**src/rtl/wdt_pkg.sv**
```systemverilog
package wdt_pkg;

    // Byte offsets inside the control frame
    localparam int unsigned OFS_CTRL   = 'h000;
    localparam int unsigned OFS_PERIOD = 'h008;
    localparam int unsigned OFS_DL_LO  = 'h010;
    localparam int unsigned OFS_DL_HI  = 'h014;
    localparam int unsigned OFS_IDENT  = 'hFCC;
    // Byte offset inside the refresh frame
    localparam int unsigned OFS_KICK   = 'h000;

    // One-cycle write strobes produced by the decoder
    typedef struct packed {
        logic ctrl_wr;
        logic period_wr;
        logic dl_lo_wr;
        logic dl_hi_wr;
        logic kick;
    } wr_strobe_t;

    // Control word bits, LSB = enable
    typedef struct packed {
        logic trip;
        logic warn;
        logic en;
    } ctrl_bits_t;

    // Action taken by the deadline comparator on a given edge
    typedef enum logic [1:0] {
        ACT_NONE = 2'd0,
        ACT_WARN = 2'd1,
        ACT_TRIP = 2'd2
    } expiry_act_e;

    function automatic logic deadline_touch(input wr_strobe_t s);
        return s.period_wr | s.dl_lo_wr | s.dl_hi_wr | s.kick;
    endfunction

endpackage

```
**src/rtl/wdt_decode.sv**
```systemverilog
module wdt_decode #(
    parameter int unsigned ADDR_W = 12
) (
    input  logic                    bus_valid,
    input  logic                    bus_write,
    input  logic                    bus_frame,
    input  logic [ADDR_W-1:0]       bus_addr,
    output wdt_pkg::wr_strobe_t     strobe
);
    import wdt_pkg::*;

    logic wr_ctl;
    logic wr_rfr;

    assign wr_ctl = bus_valid & bus_write & ~bus_frame;
    assign wr_rfr = bus_valid & bus_write &  bus_frame;

    always_comb begin
        strobe           = '0;
        strobe.ctrl_wr   = wr_ctl && (bus_addr == ADDR_W'(OFS_CTRL));
        strobe.period_wr = wr_ctl && (bus_addr == ADDR_W'(OFS_PERIOD));
        strobe.dl_lo_wr  = wr_ctl && (bus_addr == ADDR_W'(OFS_DL_LO));
        strobe.dl_hi_wr  = wr_ctl && (bus_addr == ADDR_W'(OFS_DL_HI));
        strobe.kick      = wr_rfr && (bus_addr == ADDR_W'(OFS_KICK));
    end

endmodule

```
**src/rtl/wdt_core.sv**
```systemverilog
module wdt_core #(
    parameter int unsigned DATA_W = 32,
    localparam int unsigned CNT_W = 2 * DATA_W
) (
    input  logic                clk,
    input  logic                rst,
    input  logic                soft_rst,
    input  logic [CNT_W-1:0]    count_i,
    input  wdt_pkg::wr_strobe_t strobe,
    input  logic [DATA_W-1:0]   wdata,
    output wdt_pkg::ctrl_bits_t flags,
    output logic [DATA_W-1:0]   period,
    output logic [CNT_W-1:0]    deadline
);
    import wdt_pkg::*;

    logic               en_q;
    logic               warn_q;
    logic               trip_q;
    logic [DATA_W-1:0]  period_q;
    logic [CNT_W-1:0]   dl_q;
    logic [CNT_W-1:0]   next_from_stored;
    logic [CNT_W-1:0]   next_from_wdata;
    logic               dl_wr;
    expiry_act_e        act;

    assign next_from_stored = count_i + {{DATA_W{1'b0}}, period_q};
    assign next_from_wdata  = count_i + {{DATA_W{1'b0}}, wdata};
    assign dl_wr            = deadline_touch(strobe);

    // Comparator: a bus write that moves the deadline wins over expiry
    always_comb begin
        act = ACT_NONE;
        if (en_q && !dl_wr && (count_i >= dl_q))
            act = warn_q ? ACT_TRIP : ACT_WARN;
    end

    // Enable, warning flag, period and deadline: cleared by either reset
    always_ff @(posedge clk) begin
        if (rst || soft_rst) begin
            en_q     <= 1'b0;
            warn_q   <= 1'b0;
            period_q <= '0;
            dl_q     <= '0;
        end else begin
            if (strobe.ctrl_wr)
                en_q <= wdata[0];
            if (strobe.period_wr) begin
                period_q <= wdata;
                dl_q     <= next_from_wdata;
            end
            if (strobe.dl_lo_wr)
                dl_q[DATA_W-1:0] <= wdata;
            if (strobe.dl_hi_wr)
                dl_q[CNT_W-1:DATA_W] <= wdata;
            if (strobe.kick)
                dl_q <= next_from_stored;
            if (dl_wr)
                warn_q <= 1'b0;
            if (act == ACT_WARN) begin
                warn_q <= 1'b1;
                dl_q   <= next_from_stored;
            end
        end
    end

    // Trip flag: survives the system reset it requests
    always_ff @(posedge clk) begin
        if (rst)
            trip_q <= 1'b0;
        else if (!soft_rst && act == ACT_TRIP)
            trip_q <= 1'b1;
    end

    always_comb begin
        flags.en   = en_q;
        flags.warn = warn_q;
        flags.trip = trip_q;
    end
    assign period   = period_q;
    assign deadline = dl_q;

endmodule

```
**src/rtl/wdt_readmux.sv**
```systemverilog
module wdt_readmux #(
    parameter int unsigned DATA_W = 32,
    parameter int unsigned ADDR_W = 12,
    parameter logic [DATA_W-1:0] IFACE_ID = '0,
    localparam int unsigned CNT_W = 2 * DATA_W
) (
    input  logic                bus_frame,
    input  logic [ADDR_W-1:0]   bus_addr,
    input  wdt_pkg::ctrl_bits_t flags,
    input  logic [DATA_W-1:0]   period,
    input  logic [CNT_W-1:0]    deadline,
    output logic [DATA_W-1:0]   rdata
);
    import wdt_pkg::*;

    always_comb begin
        rdata = '0;
        if (!bus_frame) begin
            if (bus_addr == ADDR_W'(OFS_CTRL))
                rdata = {{(DATA_W-3){1'b0}}, flags};
            else if (bus_addr == ADDR_W'(OFS_PERIOD))
                rdata = period;
            else if (bus_addr == ADDR_W'(OFS_DL_LO))
                rdata = deadline[DATA_W-1:0];
            else if (bus_addr == ADDR_W'(OFS_DL_HI))
                rdata = deadline[CNT_W-1:DATA_W];
            else if (bus_addr == ADDR_W'(OFS_IDENT))
                rdata = IFACE_ID;
        end
    end

endmodule

```
**src/rtl/wdt_two_stage.sv**
```systemverilog
module wdt_two_stage #(
    parameter int unsigned DATA_W = 32,
    parameter int unsigned ADDR_W = 12,
    parameter logic [DATA_W-1:0] IFACE_ID = DATA_W'(32'h5744_0101)
) (
    input  logic                  clk,
    input  logic                  rst,
    input  logic                  soft_rst,
    input  logic [2*DATA_W-1:0]   count_i,
    input  logic                  bus_valid,
    input  logic                  bus_write,
    input  logic                  bus_frame,
    input  logic [ADDR_W-1:0]     bus_addr,
    input  logic [DATA_W-1:0]     bus_wdata,
    output logic [DATA_W-1:0]     bus_rdata,
    output logic                  irq_o,
    output logic                  reset_req_o
);
    import wdt_pkg::*;

    localparam int unsigned CNT_W = 2 * DATA_W;

    wr_strobe_t         strobe;
    ctrl_bits_t         flags;
    logic [DATA_W-1:0]  period;
    logic [CNT_W-1:0]   deadline;
    logic               wd_en;

    wdt_decode #(.ADDR_W(ADDR_W)) i_decode (
        .bus_valid (bus_valid),
        .bus_write (bus_write),
        .bus_frame (bus_frame),
        .bus_addr  (bus_addr),
        .strobe    (strobe)
    );

    wdt_core #(.DATA_W(DATA_W)) i_core (
        .clk      (clk),
        .rst      (rst),
        .soft_rst (soft_rst),
        .count_i  (count_i),
        .strobe   (strobe),
        .wdata    (bus_wdata),
        .flags    (flags),
        .period   (period),
        .deadline (deadline)
    );

    wdt_readmux #(
        .DATA_W   (DATA_W),
        .ADDR_W   (ADDR_W),
        .IFACE_ID (IFACE_ID)
    ) i_readmux (
        .bus_frame (bus_frame),
        .bus_addr  (bus_addr),
        .flags     (flags),
        .period    (period),
        .deadline  (deadline),
        .rdata     (bus_rdata)
    );

    assign wd_en       = flags.en;
    assign irq_o       = flags.warn;
    assign reset_req_o = flags.trip;

endmodule

```
**config.mk**
```make
export PLATFORM = sky130hd
export DESIGN_NAME = wdt_two_stage
export DESIGN_NICKNAME = d
export VERILOG_FILES = /design/src/rtl/wdt_pkg.sv /design/src/rtl/wdt_decode.sv /design/src/rtl/wdt_core.sv /design/src/rtl/wdt_readmux.sv /design/src/rtl/wdt_two_stage.sv
export SDC_FILE = /design/constraint.sdc
export NUM_CORES = 1
export LEC_CHECK = 0
export ABC_AREA = 1
export BUFFER_PORTS_ARGS = -buffer_cell sky130_fd_sc_hd__buf_2
export CORE_ASPECT_RATIO = 1.2
export CORE_MARGIN = 5
export CORE_UTILIZATION = 56
export CTS_CLUSTER_SIZE = 40
export DETAILED_ROUTE_END_ITERATION = 8
export PLACE_DENSITY = 0.79
export SETUP_SLACK_MARGIN = 0.05
export SYNTH_ARGS = -nofsm -noshare
export SYNTH_HDL_FRONTEND = slang
export SYNTH_HIERARCHICAL = 1
export SYNTH_SLANG_ARGS = --single-unit
```
**constraint.sdc**
```tcl
create_clock -name clk -period 2.6 [get_ports clk]
set_input_delay 0.52 -clock clk [delete_from_list [all_inputs] [get_ports clk]]
set_output_delay 0.52 -clock clk [all_outputs]
set_load 0.01 [all_outputs]
```
==> run summary, run 1 <==
Status - did not finish
Exit stage - global routing
Stop err - [ERROR GRT-0232] Routing congestion too high. Check the congestion heatmap in the GUI.
CTS Buffer Depth - 2
Flops & latches, synth - 99
Top_reg_cell synth - dfxtp_1
Worst_ep grt - i_core/deadline[6]$_SDFFE_PP0P_/D
Register area share after synthesis - 0.136
Pre-CTS WS - -0.501 ns
Die W - 157 um
Largest net degree at the start of global routing - 51
Avg Inst Size Synth - 5.44 sq um
Asr flop ratio synth - 0
Worst endpoint type - register input
Hold_buf cts - 0
Synth top area share - 0.210
Commonest cells post-synth - 819 x nand2_1, 401 x inv_1, 293 x nand3_1, 288 x nor2_1, 193 x a21oi_1
Clock H-tree levels - 3
Clk sink count - 99
Top-count cell post-synth - nand2_1
Final Wtd Congestion - 1.17
Yosys Warn Count - 6
Area contributors post-synth - nand2_1 21%, dfxtp_1 14%, ha_1 11%
Die Height - 187 um
Root Buffer - clkbuf_16
Top Ports - 148
TritonCTS Buffers - 9
Initial Util - 0.570
Post-synth cell types - 49
GRT Total Usage - 0.644
Post-DP Area - 0.0193 sq mm
Number of synthesized flops with an enable pin - 0
Mapped Area - 0.0146 sq mm
Yosys top cell by area - nand2_1
Site row count - 64
IO buf count - 147
Post-DP HPWL - 62.9 mm
Syn nets - 2929
GR Overflow Total - 9
Synthesized instance count - 2685
## stage by stage
stage | cells | utilization
floorplan | 2685 | -
global placement | 3574 | 0.753
detailed placement | 3574 | 0.753
CTS | 3614 | 0.794
## metal layers
layer | overflow | track usage
met1 | 0 | 0.674
met2 | 3 | 0.840
met3 | 0 | 0.418
met4 | 6 | 0.604
met5 | 0 | 0.116
## what timing repair did
item                                    CTS
gates cloned                             11
pin swaps                                10
gates resized for setup                  92
endpoints found under the setup margin   63
buffers inserted                         13
## cell families after synthesis
family,Yosys count,share of synthesized area
compound gates,385,0.141
xor+xnor,46,0.0276
fa+ha+maj,130,0.112
buf+inv,488,0.135
flops,99,0.136
mux,1,0.000685
simple gates,1536,0.448
==> inputs of run 2 (changes only) <==
--- a/config.mk
+++ b/config.mk
@@ -7,13 +7,10 @@
 export LEC_CHECK = 0
 export ABC_AREA = 1
 export BUFFER_PORTS_ARGS = -buffer_cell sky130_fd_sc_hd__buf_2
-export CORE_ASPECT_RATIO = 1.2
 export CORE_MARGIN = 5
-export CORE_UTILIZATION = 56
-export CTS_CLUSTER_SIZE = 40
+export CORE_UTILIZATION = 40
 export DETAILED_ROUTE_END_ITERATION = 8
-export PLACE_DENSITY = 0.79
-export SETUP_SLACK_MARGIN = 0.05
+export PLACE_DENSITY_LB_ADDON = 0.15
 export SYNTH_ARGS = -nofsm -noshare
 export SYNTH_HDL_FRONTEND = slang
 export SYNTH_HIERARCHICAL = 1
==> constraint.sdc (replaced) <==
create_clock -name clk -period 3.4 [get_ports clk]
set_input_delay 0.68 -clock clk [delete_from_list [all_inputs] [get_ports clk]]
set_output_delay 0.68 -clock clk [all_outputs]
set_load 0.01 [all_outputs]
==> run 2 against run 1 <==
Against the previous run:
- synthesized area stayed put
- the flow now finishes without violations
- synthesized cell count is the same
==> run summary, run 2 <==
Status - complete, no violations
Drt first pass iters - 6
Sw Ratio - 0.412
Logic pwr share - 0.371
Final core occ - 0.465
CP max FO - 17
Max incr delay on CP - 0.35 ns
Hold_buf cts - 0 (unchanged)
Setup CP Type - input port to output port
Die W - 201 um (+28%)
Cell Chain, Critical Path - buf_2 > nor2_2 > nand2_4 > inv_1 > nand3_2 > inv_2 > nand2_1 > nand3_1 > nand2_1 > inv_1 > buf_2
Clk sink count - 99 (unchanged)
Multiplexer share of the synthesized area - 0.000685 (unchanged)
Hold Path Class - flip-flop to flip-flop
Net Switching - 1.48 mW
Area contributors post-synth - nand2_1 21%, dfxtp_1 14%, ha_1 11%
Synthesized instance count - 2685 (unchanged)
Hold Vio Cnt, Final - 0
Initial antenna violation count - 2
Clk_skew - 0.0191 ns
Top-count cell post-synth - nand2_1
Pint - 2.12 mW
Core Box Area - 0.0363 sq mm
Critical path's slowest cell - inv_2
GR Overflow Total - 0
Asr flop ratio synth - 0 (unchanged)
Die Height - 201 um (+7.6%)
Synth Area in Compound Gates - 0.141 (unchanged)
Yosys Warn Count - 6 (unchanged)
Register area share after synthesis - 0.136 (unchanged)
Drt initial violations - 2225
Initial Util - 0.402 (-0.168)
CP arrival - 2.42 ns
Commonest cells post-synth - 819 x nand2_1, 401 x inv_1, 293 x nand3_1, 288 x nor2_1, 193 x a21oi_1
Critical register-to-register path endpoint - i_core/deadline[37]
R2r setup slk - 0.32 ns
CTS Buffer Depth - 2 (unchanged)
Site row count - 70 (+9.4%)
Critical Path Sink Type - output port
Slew HR - 0.312
Clock H-tree levels - 3 (unchanged)
# DRC - 0
Post-CTS setup buffer count - 0 (-13)
Max Transition Viols Final - 0
Period utilization - 0.913
CP Launch Type - input port
Max Cap Viol - 0
Sum Neg Setup Slack - 0 ns
Number of synthesized flops with an enable pin - 0 (unchanged)
Post-Synth XOR/XNOR Area - 0.0276 (unchanged)
Post-Route WL - 81.3 mm
FF-to-FF path depth - 16
Final Wtd Congestion - 1.11 (-5.5%)
Worst setup startpoint - bus_addr[9]
Avg Inst Size Synth - 5.44 sq um (unchanged)
Clock Latency Late Sink - 0.39 ns
Mapped Area - 0.0146 sq mm (unchanged)
Min cycle time layout - 3.10 ns
Cell Pwr Density - 213 mW/mm^2
Commonest non-fill, non-tap cells in the layout - 819 x nand2_1, 401 x inv_1, 293 x nand3_1
Vias - 19200
Worst-Margin Slew - 1.03 ns
Syn nets - 2929 (unchanged)
First-pass GRT wire length - 117 mm
IO buf count - 147 (unchanged)
Clock share of power - 0.307
Worst Setup EP - bus_rdata[15]
Top Ports - 148 (unchanged)
GRT Total Usage - 0.386
Peak VDD IR - 0.252 mV
Final #Nets - 3127
Post-synth cell types - 49 (unchanged)
Lkg Pwr - 8.68 nW
Die area - 0.0405 sq mm
Flops & latches, synth - 99 (unchanged)
Most common cell after layout, fill and taps aside - nand2_1
Vias in the first global route - 18100
Post-DP HPWL - 67.6 mm (+7.5%)
Yosys top cell by area - nand2_1
Max FFs per register - 64
Simple-gate portion of the synthesized area - 0.448 (unchanged)
Main combinational cell family by area after synthesis - simple AND/OR/NAND/NOR gates
Top_reg_cell synth - dfxtp_1
TritonCTS Buffers - 9 (unchanged)
Setup-failing EPs final - 0
Synth Area in Adders - 0.112 (unchanged)
Root Buffer - clkbuf_16
Final ANT Viol Nets - 0
Layout cell share with drive strength beyond 1 - 0.114
# resized after CTS - 0 (-100%)
FF-to-FF Start - i_core/deadline[63]
Wirelength per Cell - 24.2 um
Ant diodes - 0
WP data required - 2.72 ns
Via density - 5.73
Largest net degree at the start of global routing - 51
RSZ-0062 raised after global routing - no
Layout area overhead - 15.7%
TritonCTS clock tree - yes
Synth top area share - 0.210 (unchanged)
Worst-path clk slew - 0.07 ns
Sequential power share - 0.322
Max Freq - 322 MHz
run 2: cell type report:
class	instances	area [sq um]
tap	468	586
clock buffer	12	256
inverter	408	1530
timing repair buffer	267	1850
sequential	99	1980
fill	4042	19400
multi-input combinational	2098	10700
clock inverter	2	12.5
run 2: cell families (layout without fill, tap and decap cells):
| kind of cell | Yosys count | in the layout |
|---|---|---|
| multiplexers | 1 | 1 |
| XOR/XNOR | 46 | 46 |
| buffers and inverters | 488 | 689 |
| AND/OR/NAND/NOR | 1536 | 1536 |
| adder cells (fa/ha/maj) | 130 | 130 |
| AO/OA/AOI/OAI | 385 | 385 |
| flip-flops | 99 | 99 |
run 2: power groups by stage:
stage | clock, mW | sequential (mW) | combinational (mW)
detailed placement | 0 | 1.19 | 1.28
global route | 1.14 | 1.16 | 1.43
finish | 1.11 | 1.16 | 1.34
global placement | 0 | 1.19 | 1.27
CTS | 1.11 | 1.16 | 1.28
floorplan | 0 | 1.19 | 0.681
run 2: critical path, delay by kind of cell:
family	cells	cell delay (ns)
AND/OR/NAND/NOR	6	0.87
buffers and inverters	5	0.84
run 2: how the worst min path moves through the flow:
stage,start,end,slack [ns],cells after the start
after floorplan,i_core/period[18],i_core/period[18],0.45,2
after global routing,i_core/deadline[3],i_core/deadline[3],0.50,2
final,i_core/deadline[3],i_core/deadline[3],0.48,2
after global placement,i_core/deadline[3],i_core/deadline[3],0.47,2
after CTS,i_core/deadline[3],i_core/deadline[3],0.48,2
after detailed placement,i_core/deadline[3],i_core/deadline[3],0.47,2
run 2: routing by layer:
metal  up-vias  part of all wire  wire length [um]  GRT usage
li1       8991                 -                 -          -
met1      8954              0.41             33100      0.501
met2      1077              0.42             34400      0.590
met3       199              0.11              8950      0.101
met4         2             0.061              4940      0.197
met5         -           0.00015                12          0
run 2: per-stage QoR:
stage / area, sq um / std cells / setup WS (ns) / power [mW] / hold WS (ns)
floorplan: 14600 / 2685 / 0.754 / 1.87 / 0.452
global placement: 16600 / 3340 / 0.164 / 2.46 / 0.473
detailed placement: 16600 / 3340 / 0.145 / 2.46 / 0.471
CTS: 16900 / 3354 / 0.381 / 3.55 / 0.481
global route: 16900 / 3354 / 0.227 / 3.73 / 0.498
finish: 16900 / 3354 / 0.296 / 3.60 / 0.484
Note: power is estimated with default switching activity, not from simulation.
